==> src/rtl/fb_pkg.sv <==
package fb_pkg;
    localparam int BYTE_W = 8;

    typedef enum logic [1:0] {
        ST_IDLE,
        ST_PRE,
        ST_DATA,
        ST_CHECK
    } fb_state_e;
endpackage

==> src/rtl/fb_sequencer.sv <==
module fb_sequencer
    import fb_pkg::*;
#(
    parameter int PRE_LEN     = 8,
    parameter int DATA_LEN    = 239,
    parameter int CHECK_LEN   = 16,
    parameter int WORDS       = 2,
    parameter int START_LEVEL = 512,
    parameter int LVL_W       = 11,
    parameter int CNT_W       = 9
) (
    input  logic             clk,
    input  logic             rst_n,
    input  logic [LVL_W-1:0] level_i,
    output fb_state_e        state_o,
    output logic [CNT_W-1:0] cnt_o,
    output logic             first_coded_o
);
    localparam int WORD_W = $clog2(WORDS + 1);

    fb_state_e         state_q, state_d;
    logic [CNT_W-1:0]  cnt_q, cnt_d;
    logic [WORD_W-1:0] word_q, word_d;
    logic              level_go;

    assign level_go = (level_i >= LVL_W'(START_LEVEL));

    always_ff @(posedge clk) begin
        if (!rst_n) begin
            state_q <= ST_IDLE;
            cnt_q   <= '0;
            word_q  <= '0;
        end else begin
            state_q <= state_d;
            cnt_q   <= cnt_d;
            word_q  <= word_d;
        end
    end

    always_comb begin
        state_d = state_q;
        cnt_d   = cnt_q;
        word_d  = word_q;
        unique case (state_q)
            ST_IDLE: begin
                if (level_go) begin
                    state_d = ST_PRE;
                    cnt_d   = '0;
                end
            end
            ST_PRE: begin
                if (cnt_q == CNT_W'(PRE_LEN - 1)) begin
                    state_d = ST_DATA;
                    cnt_d   = '0;
                    word_d  = '0;
                end else begin
                    cnt_d = cnt_q + 1'b1;
                end
            end
            ST_DATA: begin
                if (cnt_q == CNT_W'(DATA_LEN - 1)) begin
                    state_d = ST_CHECK;
                    cnt_d   = '0;
                end else begin
                    cnt_d = cnt_q + 1'b1;
                end
            end
            ST_CHECK: begin
                if (cnt_q == CNT_W'(CHECK_LEN - 1)) begin
                    cnt_d = '0;
                    if (word_q == WORD_W'(WORDS - 1)) begin
                        state_d = level_go ? ST_PRE : ST_IDLE;
                    end else begin
                        state_d = ST_DATA;
                        word_d  = word_q + 1'b1;
                    end
                end else begin
                    cnt_d = cnt_q + 1'b1;
                end
            end
            default: state_d = ST_IDLE;
        endcase
    end

    always_comb begin
        state_o       = state_q;
        cnt_o         = cnt_q;
        first_coded_o = (state_q == ST_DATA) && (cnt_q == '0) && (word_q == '0);
    end

    // idle persists while the level is below threshold
    a_r2_stay_idle: assert property (@(posedge clk) disable iff (!rst_n)
        (state_q == ST_IDLE && !level_go) |=> (state_q == ST_IDLE));

    // every data run begins at slot count zero
    a_r3_data_entry: assert property (@(posedge clk) disable iff (!rst_n)
        (state_q == ST_DATA && $past(state_q) != ST_DATA) |-> (cnt_q == '0));
endmodule

==> src/rtl/fb_scrambler.sv <==
module fb_scrambler
    import fb_pkg::*;
#(
    parameter int          SCR_LEN  = 8,
    parameter logic [63:0] SCR_MASK = 64'h9E37_79B9_7F4A_7C15
) (
    input  logic              clk,
    input  logic              rst_n,
    input  logic              coded_i,
    input  logic              first_i,
    input  logic [BYTE_W-1:0] byte_i,
    output logic [BYTE_W-1:0] byte_o
);
    localparam int IDX_W = $clog2(SCR_LEN);

    logic [IDX_W-1:0]  idx_q;
    logic [IDX_W-1:0]  cur;
    logic [BYTE_W-1:0] mask_byte;

    assign cur       = first_i ? '0 : idx_q;
    assign mask_byte = SCR_MASK[(SCR_LEN - 1 - int'(cur)) * BYTE_W +: BYTE_W];
    assign byte_o    = coded_i ? (byte_i ^ mask_byte) : byte_i;

    always_ff @(posedge clk) begin
        if (!rst_n) begin
            idx_q <= '0;
        end else if (coded_i) begin
            if (int'(cur) == SCR_LEN - 1) idx_q <= '0;
            else                          idx_q <= cur + 1'b1;
        end
    end

    // the mask sequence restarts at each frame's first coded byte
    a_r5_restart_next: assert property (@(posedge clk) disable iff (!rst_n)
        (coded_i && first_i) |=> (idx_q == IDX_W'(1)));
endmodule

==> src/rtl/fb_diff_enc.sv <==
module fb_diff_enc
    import fb_pkg::*;
(
    input  logic              clk,
    input  logic              rst_n,
    input  logic              in_valid,
    input  logic [BYTE_W-1:0] in_byte,
    output logic              out_valid,
    output logic [BYTE_W-1:0] out_byte
);
    logic              d_q;
    logic [BYTE_W:0]   carry;
    logic [BYTE_W-1:0] enc;

    assign carry[BYTE_W] = d_q;

    for (genvar i = BYTE_W - 1; i >= 0; i--) begin : g_bit
        assign carry[i] = carry[i+1] ^ in_byte[i];
        assign enc[i]   = carry[i];
    end

    always_ff @(posedge clk) begin
        if (!rst_n) begin
            d_q       <= 1'b0;
            out_byte  <= '0;
            out_valid <= 1'b0;
        end else begin
            out_valid <= in_valid;
            if (in_valid) begin
                out_byte <= enc;
                d_q      <= carry[0];
            end
        end
    end

    // the encoder state is held while no byte is presented
    a_r6_hold_idle: assert property (@(posedge clk) disable iff (!rst_n)
        !in_valid |=> $stable(d_q));
endmodule

==> src/rtl/fb_frame_builder.sv <==
module fb_frame_builder
    import fb_pkg::*;
#(
    parameter int          PRE_LEN     = 8,
    parameter int          DATA_LEN    = 239,
    parameter int          CHECK_LEN   = 16,
    parameter int          WORDS       = 2,
    parameter int          FIFO_DEPTH  = 1024,
    parameter int          START_LEVEL = FIFO_DEPTH / 2,
    parameter int          SCR_LEN     = 8,
    parameter logic [63:0] PREAMBLE    = 64'hF3A0_5C6E_9B21_D487,
    parameter logic [63:0] SCR_MASK    = 64'h9E37_79B9_7F4A_7C15,
    localparam int         LVL_W       = $clog2(FIFO_DEPTH + 1)
) (
    input  logic             clk,
    input  logic             rst_n,
    input  logic [LVL_W-1:0] fifo_level,
    input  logic [7:0]       fifo_rdata,
    output logic             fifo_rd,
    input  logic [7:0]       parity_in,
    output logic             parity_slot,
    output logic [7:0]       out_byte,
    output logic             out_valid,
    output logic             frame_start
);
    localparam int CNT_W = $clog2(PRE_LEN + DATA_LEN + CHECK_LEN + 1);

    fb_state_e         state;
    logic [CNT_W-1:0]  cnt;
    logic              first_coded;
    logic              in_pre, coded, slot_valid;
    logic [BYTE_W-1:0] raw_byte, scr_byte;

    fb_sequencer #(
        .PRE_LEN(PRE_LEN), .DATA_LEN(DATA_LEN), .CHECK_LEN(CHECK_LEN),
        .WORDS(WORDS), .START_LEVEL(START_LEVEL), .LVL_W(LVL_W), .CNT_W(CNT_W)
    ) u_seq (
        .clk(clk), .rst_n(rst_n), .level_i(fifo_level),
        .state_o(state), .cnt_o(cnt), .first_coded_o(first_coded)
    );

    always_comb begin
        in_pre      = (state == ST_PRE);
        fifo_rd     = (state == ST_DATA);
        parity_slot = (state == ST_CHECK);
        coded       = fifo_rd || parity_slot;
        slot_valid  = in_pre || coded;
        unique case (state)
            ST_PRE:   raw_byte = PREAMBLE[(PRE_LEN - 1 - int'(cnt)) * BYTE_W +: BYTE_W];
            ST_DATA:  raw_byte = fifo_rdata;
            ST_CHECK: raw_byte = parity_in;
            default:  raw_byte = '0;
        endcase
    end

    fb_scrambler #(.SCR_LEN(SCR_LEN), .SCR_MASK(SCR_MASK)) u_scr (
        .clk(clk), .rst_n(rst_n), .coded_i(coded), .first_i(first_coded),
        .byte_i(raw_byte), .byte_o(scr_byte)
    );

    fb_diff_enc u_denc (
        .clk(clk), .rst_n(rst_n), .in_valid(slot_valid), .in_byte(scr_byte),
        .out_valid(out_valid), .out_byte(out_byte)
    );

    always_ff @(posedge clk) begin
        if (!rst_n) frame_start <= 1'b0;
        else        frame_start <= in_pre && (cnt == '0);
    end

    // a burst of valid bytes always opens with a frame start
    a_r7_rise_is_frame_start: assert property (@(posedge clk) disable iff (!rst_n)
        $rose(out_valid) |-> frame_start);

    // frame start only accompanies a valid byte
    a_r7_fs_with_valid: assert property (@(posedge clk) disable iff (!rst_n)
        frame_start |-> out_valid);

    // FIFO pops and check slots never coincide
    a_r3_rd_excl_pslot: assert property (@(posedge clk) disable iff (!rst_n)
        !(fifo_rd && parity_slot));
endmodule

==> config.mk <==
export PLATFORM = sky130hd
export DESIGN_NAME = fb_frame_builder
export DESIGN_NICKNAME = d
export VERILOG_FILES = /design/src/rtl/fb_pkg.sv /design/src/rtl/fb_sequencer.sv /design/src/rtl/fb_scrambler.sv /design/src/rtl/fb_diff_enc.sv /design/src/rtl/fb_frame_builder.sv
export SDC_FILE = /design/constraint.sdc
export NUM_CORES = 1
export LEC_CHECK = 0
export BUFFER_PORTS_ARGS = -buffer_cell sky130_fd_sc_hd__buf_2
export CELL_PAD_IN_SITES_DETAIL_PLACEMENT = 1
export CELL_PAD_IN_SITES_GLOBAL_PLACEMENT = 1
export CORE_AREA = 3 3 76 78
export DETAILED_ROUTE_END_ITERATION = 6
export DIE_AREA = 0 0 79 81
export PLACE_DENSITY_LB_ADDON = 0.1
export SYNTH_ARGS = -nofsm -noshare
export SYNTH_HDL_FRONTEND = slang
export SYNTH_SLANG_ARGS = --single-unit
==> constraint.sdc <==
create_clock -name clk -period 8.6 [get_ports clk]
set_input_delay 1.29 -clock clk [delete_from_list [all_inputs] [get_ports clk]]
set_output_delay 1.29 -clock clk [all_outputs]
set_load 0.01 [all_outputs]
==> results.toml <==
[detailed_routing]
vias_per_cell = 5.399
finalWirelength_um = 5389
drc = 0
drtPass1Iterations = 4
ant_nets = 0
routedWlPerCell_um = 15.49
vias = 1879
dr.first_iter.drc_count = 72

[grt]
use_met1_pct = 25.35
grt_usage_pct = 18.70
top_usage_layer = "met2"
grt_max_degree = 28
antenna_found_initial = 0
met2_usage_pct = 31.23
met3_usage_pct = 2.439
first_global_vias = 1951
overflow = 0
grt_first_pass_wirelength_um = 9570

[setup_path]
cp_slowest_cell = "xnor3_1"
startpoint = "u_seq.cnt_o[0]"
r2r.worst_path.cells = 14
rrSetupSlack_ps = 4490
cp_max_fo = 10
crit_top_cell = "ha_1"
crit_family = "simple AND/OR/NAND/NOR gates"
critPathLaunchType = "flop"
required_ps = 8780
worst_setup_path_end_kind = "flop"
worstReg2RegStart = "u_seq.cnt_o[0]"
slowest_delay_ps = 490
crit_type = "flop to flop"
crit_arrival_ps = 4290
crit_cells = 14
crit_buf_inv = 1
cp_cell_sequence = "inv_1, ha_1, nor4b_4, nand4_2, nand2_1, ha_1, nor2b_1, a41oi_1, and3_1, o32a_1, xor2_1, xnor3_1, mux2i_1, nor2_1"
critPathCapture = "u_denc.out_byte[0]"
r2r-end = "u_denc.out_byte[0]"

[clocking]
cts-resized-gates = 0
cts_tree = "done"
clock_sinks = 26
cts_setup_buffers = 0
root_buffer = "clkbuf_8"
numCtsBuffers = 3
postCtsHoldBufs = 0
clk_path_buf_depth = 2
htree_levels = 1
path_clk_slew_ps = 100
clock_latency_ps = 280

[power_and_ir_drop]
p_sw_share_pct = 44.74
pwr-share-comb_pct = 63.6
ir_worst_vdd_mv = 0.1065
p_switching_w = 0.0003098
clockPowerShare_pct = 12.5
leakage_nw = 0.9555
seqPwrFrac_pct = 23.9
p_per_area_nw_per_um2 = 302.3
intPower_w = 0.0003827

[timing]
rsz0062_at_grt = "no"
finalHoldViolCount = 0
finClkSkew_ps = 2.902
slew_headroom_pct = 22.73
fin_crit_sh_pct = 47.74
finalMaxSlewViolations = 0
worstMarginPinSlew_ps = 1157
period_needed_ps = 4105
finalSetupViolCount = 0
tns_ps = 0
max_freq_mhz = 243.6

[placement]
io_buffers = 31
dp.cells = 344
dp_hpwl_um = 4043
place_area_um2 = 2236
place.gp.congestion = 0.7958

[layout]
final_area_um2 = 2291
fin_cells = 348
final_nets = 318
syn_to_final_growth_pct = 11.44
n_antenna_cell = 0
layout-drive-gt1-share_pct = 17.99
final_util_pct = 44.57

[min_path]
hp-start = "u_denc.out_byte[1]"
hold_path_class = "flop to flop"

[synthesis]
synthFlopType = "dfxtp_1"
syn_area_per_cell_um2 = 8.030
synth.yosys.seq_area_share_pct = 25.32
ys_ff_latch = 26
yosysWarnings = 0
synth_area_um2 = 2056
synthArstFlopShare_pct = 0
syn_inst = 256
synth_fp_nets = 295
yosys.cell_types.count = 55
synth_edf_count = 0

[floorplan]
fp.dieH_um = 81
ios = 41
initial_core_util_pct = 40.00
die_area_um2 = 6399
core_um2 = 5140
die-width_um = 79
placementRows = 26

[run]
cap_violations = 0

[run_status]
status = "finished clean"
## through the flow
step | worst slack [ps] | total power, W | hold slack [ps]
floorplan | 5019 | 0.0005168 | 460.8
global placement | 4538 | 0.0006056 | 437.5
detailed placement | 4504 | 0.0006115 | 448.2
CTS | 4466 | 0.0007011 | 462.6
global route | 4078 | 0.0007643 | 509.0
finish | 4495 | 0.0006925 | 457.2
## cell usage in the layout, fill, tap and decap left out, drive strengths merged, types with 4 or more instances in the layout
cell,n
buf,33
nand2,27
dfxtp,26
o21ai,21
inv,14
a21oi,14
nor2,13
nor2b,12
mux2i,10
ha,10
nor3,8
a21boi,8
xnor2,7
xor2,7
nand3,6
and3,6
clkbuf,4
nand4,4
## cell families after synthesis
logic type      Yosys count  synth area share, %
fa+ha+maj                10                6.086
simple gates             97                27.15
buf+inv                  29                6.330
compound gates           66                21.36
xor+xnor                 15                7.060
mux                      13                6.695
flops                    26                25.32
## per-layer routing
layer	wire [um]	vias up
met4	77	0
li1	-	946
met3	151	7
met5	0	-
met2	2487	31
met1	2672	895
## worst min-delay path by stage
stage	to	slack (ps)	cells after the start
after detailed placement	u_denc.out_byte[1]	450	2
after global placement	u_denc.out_byte[1]	440	2
after global routing	u_denc.out_byte[6]	510	2
final	u_denc.out_byte[1]	460	2
after floorplan	u_scr.idx_q[0]	460	1
after CTS	u_denc.out_byte[1]	460	2
## state kept, by name (all words and copies together), names as in the netlist
name / count
u_seq.word_q: 2
u_seq.cnt_o: 9
frame_start: 1
u_seq.state_o: 2
u_denc.out_byte: 8
u_scr.idx_q: 3
u_denc.out_valid: 1
## worst min-delay path: stages, from the launching register on
cell      delay [ps]
dfxtp_1          320
nand2_1           50
a21boi_1          50
## final cells by class
class,count,area [um^2]
timing repair buffer,33,170.2
tap,70,87.58
fill,665,2849
multi-input combinational,201,1405
inverter,14,52.55
clock buffer,4,55.05
sequential,26,520.5
## synth_stat cells, drive strengths merged (2+ instances only)
cell type,instances,area (um^2)
nand3b,3,22.52
nand4,4,31.28
a21boi,8,60.06
nor4b,2,47.55
ha,10,125.1
nor2,13,48.80
xnor2,7,61.31
nand2,27,101.4
nor3,8,40.04
and3,6,37.54
clkbuf,10,37.54
dfxtp,26,520.5
a22oi,3,22.52
mux2i,10,100.1
and2,3,18.77
xor2,7,61.31
inv,14,52.55
nor4,2,27.53
or2,3,18.77
nor3b,2,15.01
nand2b,3,18.77
o21a,3,22.52
a21oi,14,70.07
a31oi,3,18.77
nand3,6,30.03
o21ai,21,105.1
o211a,2,20.02
buf,5,40.04
mux2,3,37.53
nor2b,12,77.58
## power by group through the flow
| stage | clock [W] | combinational, W | sequential (W) |
|---|---|---|---|
| after floorplan | 0 | 0.000351 | 0.000166 |
| after global placement | 0 | 0.000439 | 0.000167 |
| after detailed placement | 0 | 0.000443 | 0.000168 |
| after CTS | 0.0000898 | 0.000446 | 0.000166 |
| after global routing | 0.0000942 | 0.000501 | 0.000170 |
| final | 0.0000864 | 0.000441 | 0.000166 |
Note: power is estimated with default switching activity, not from simulation.
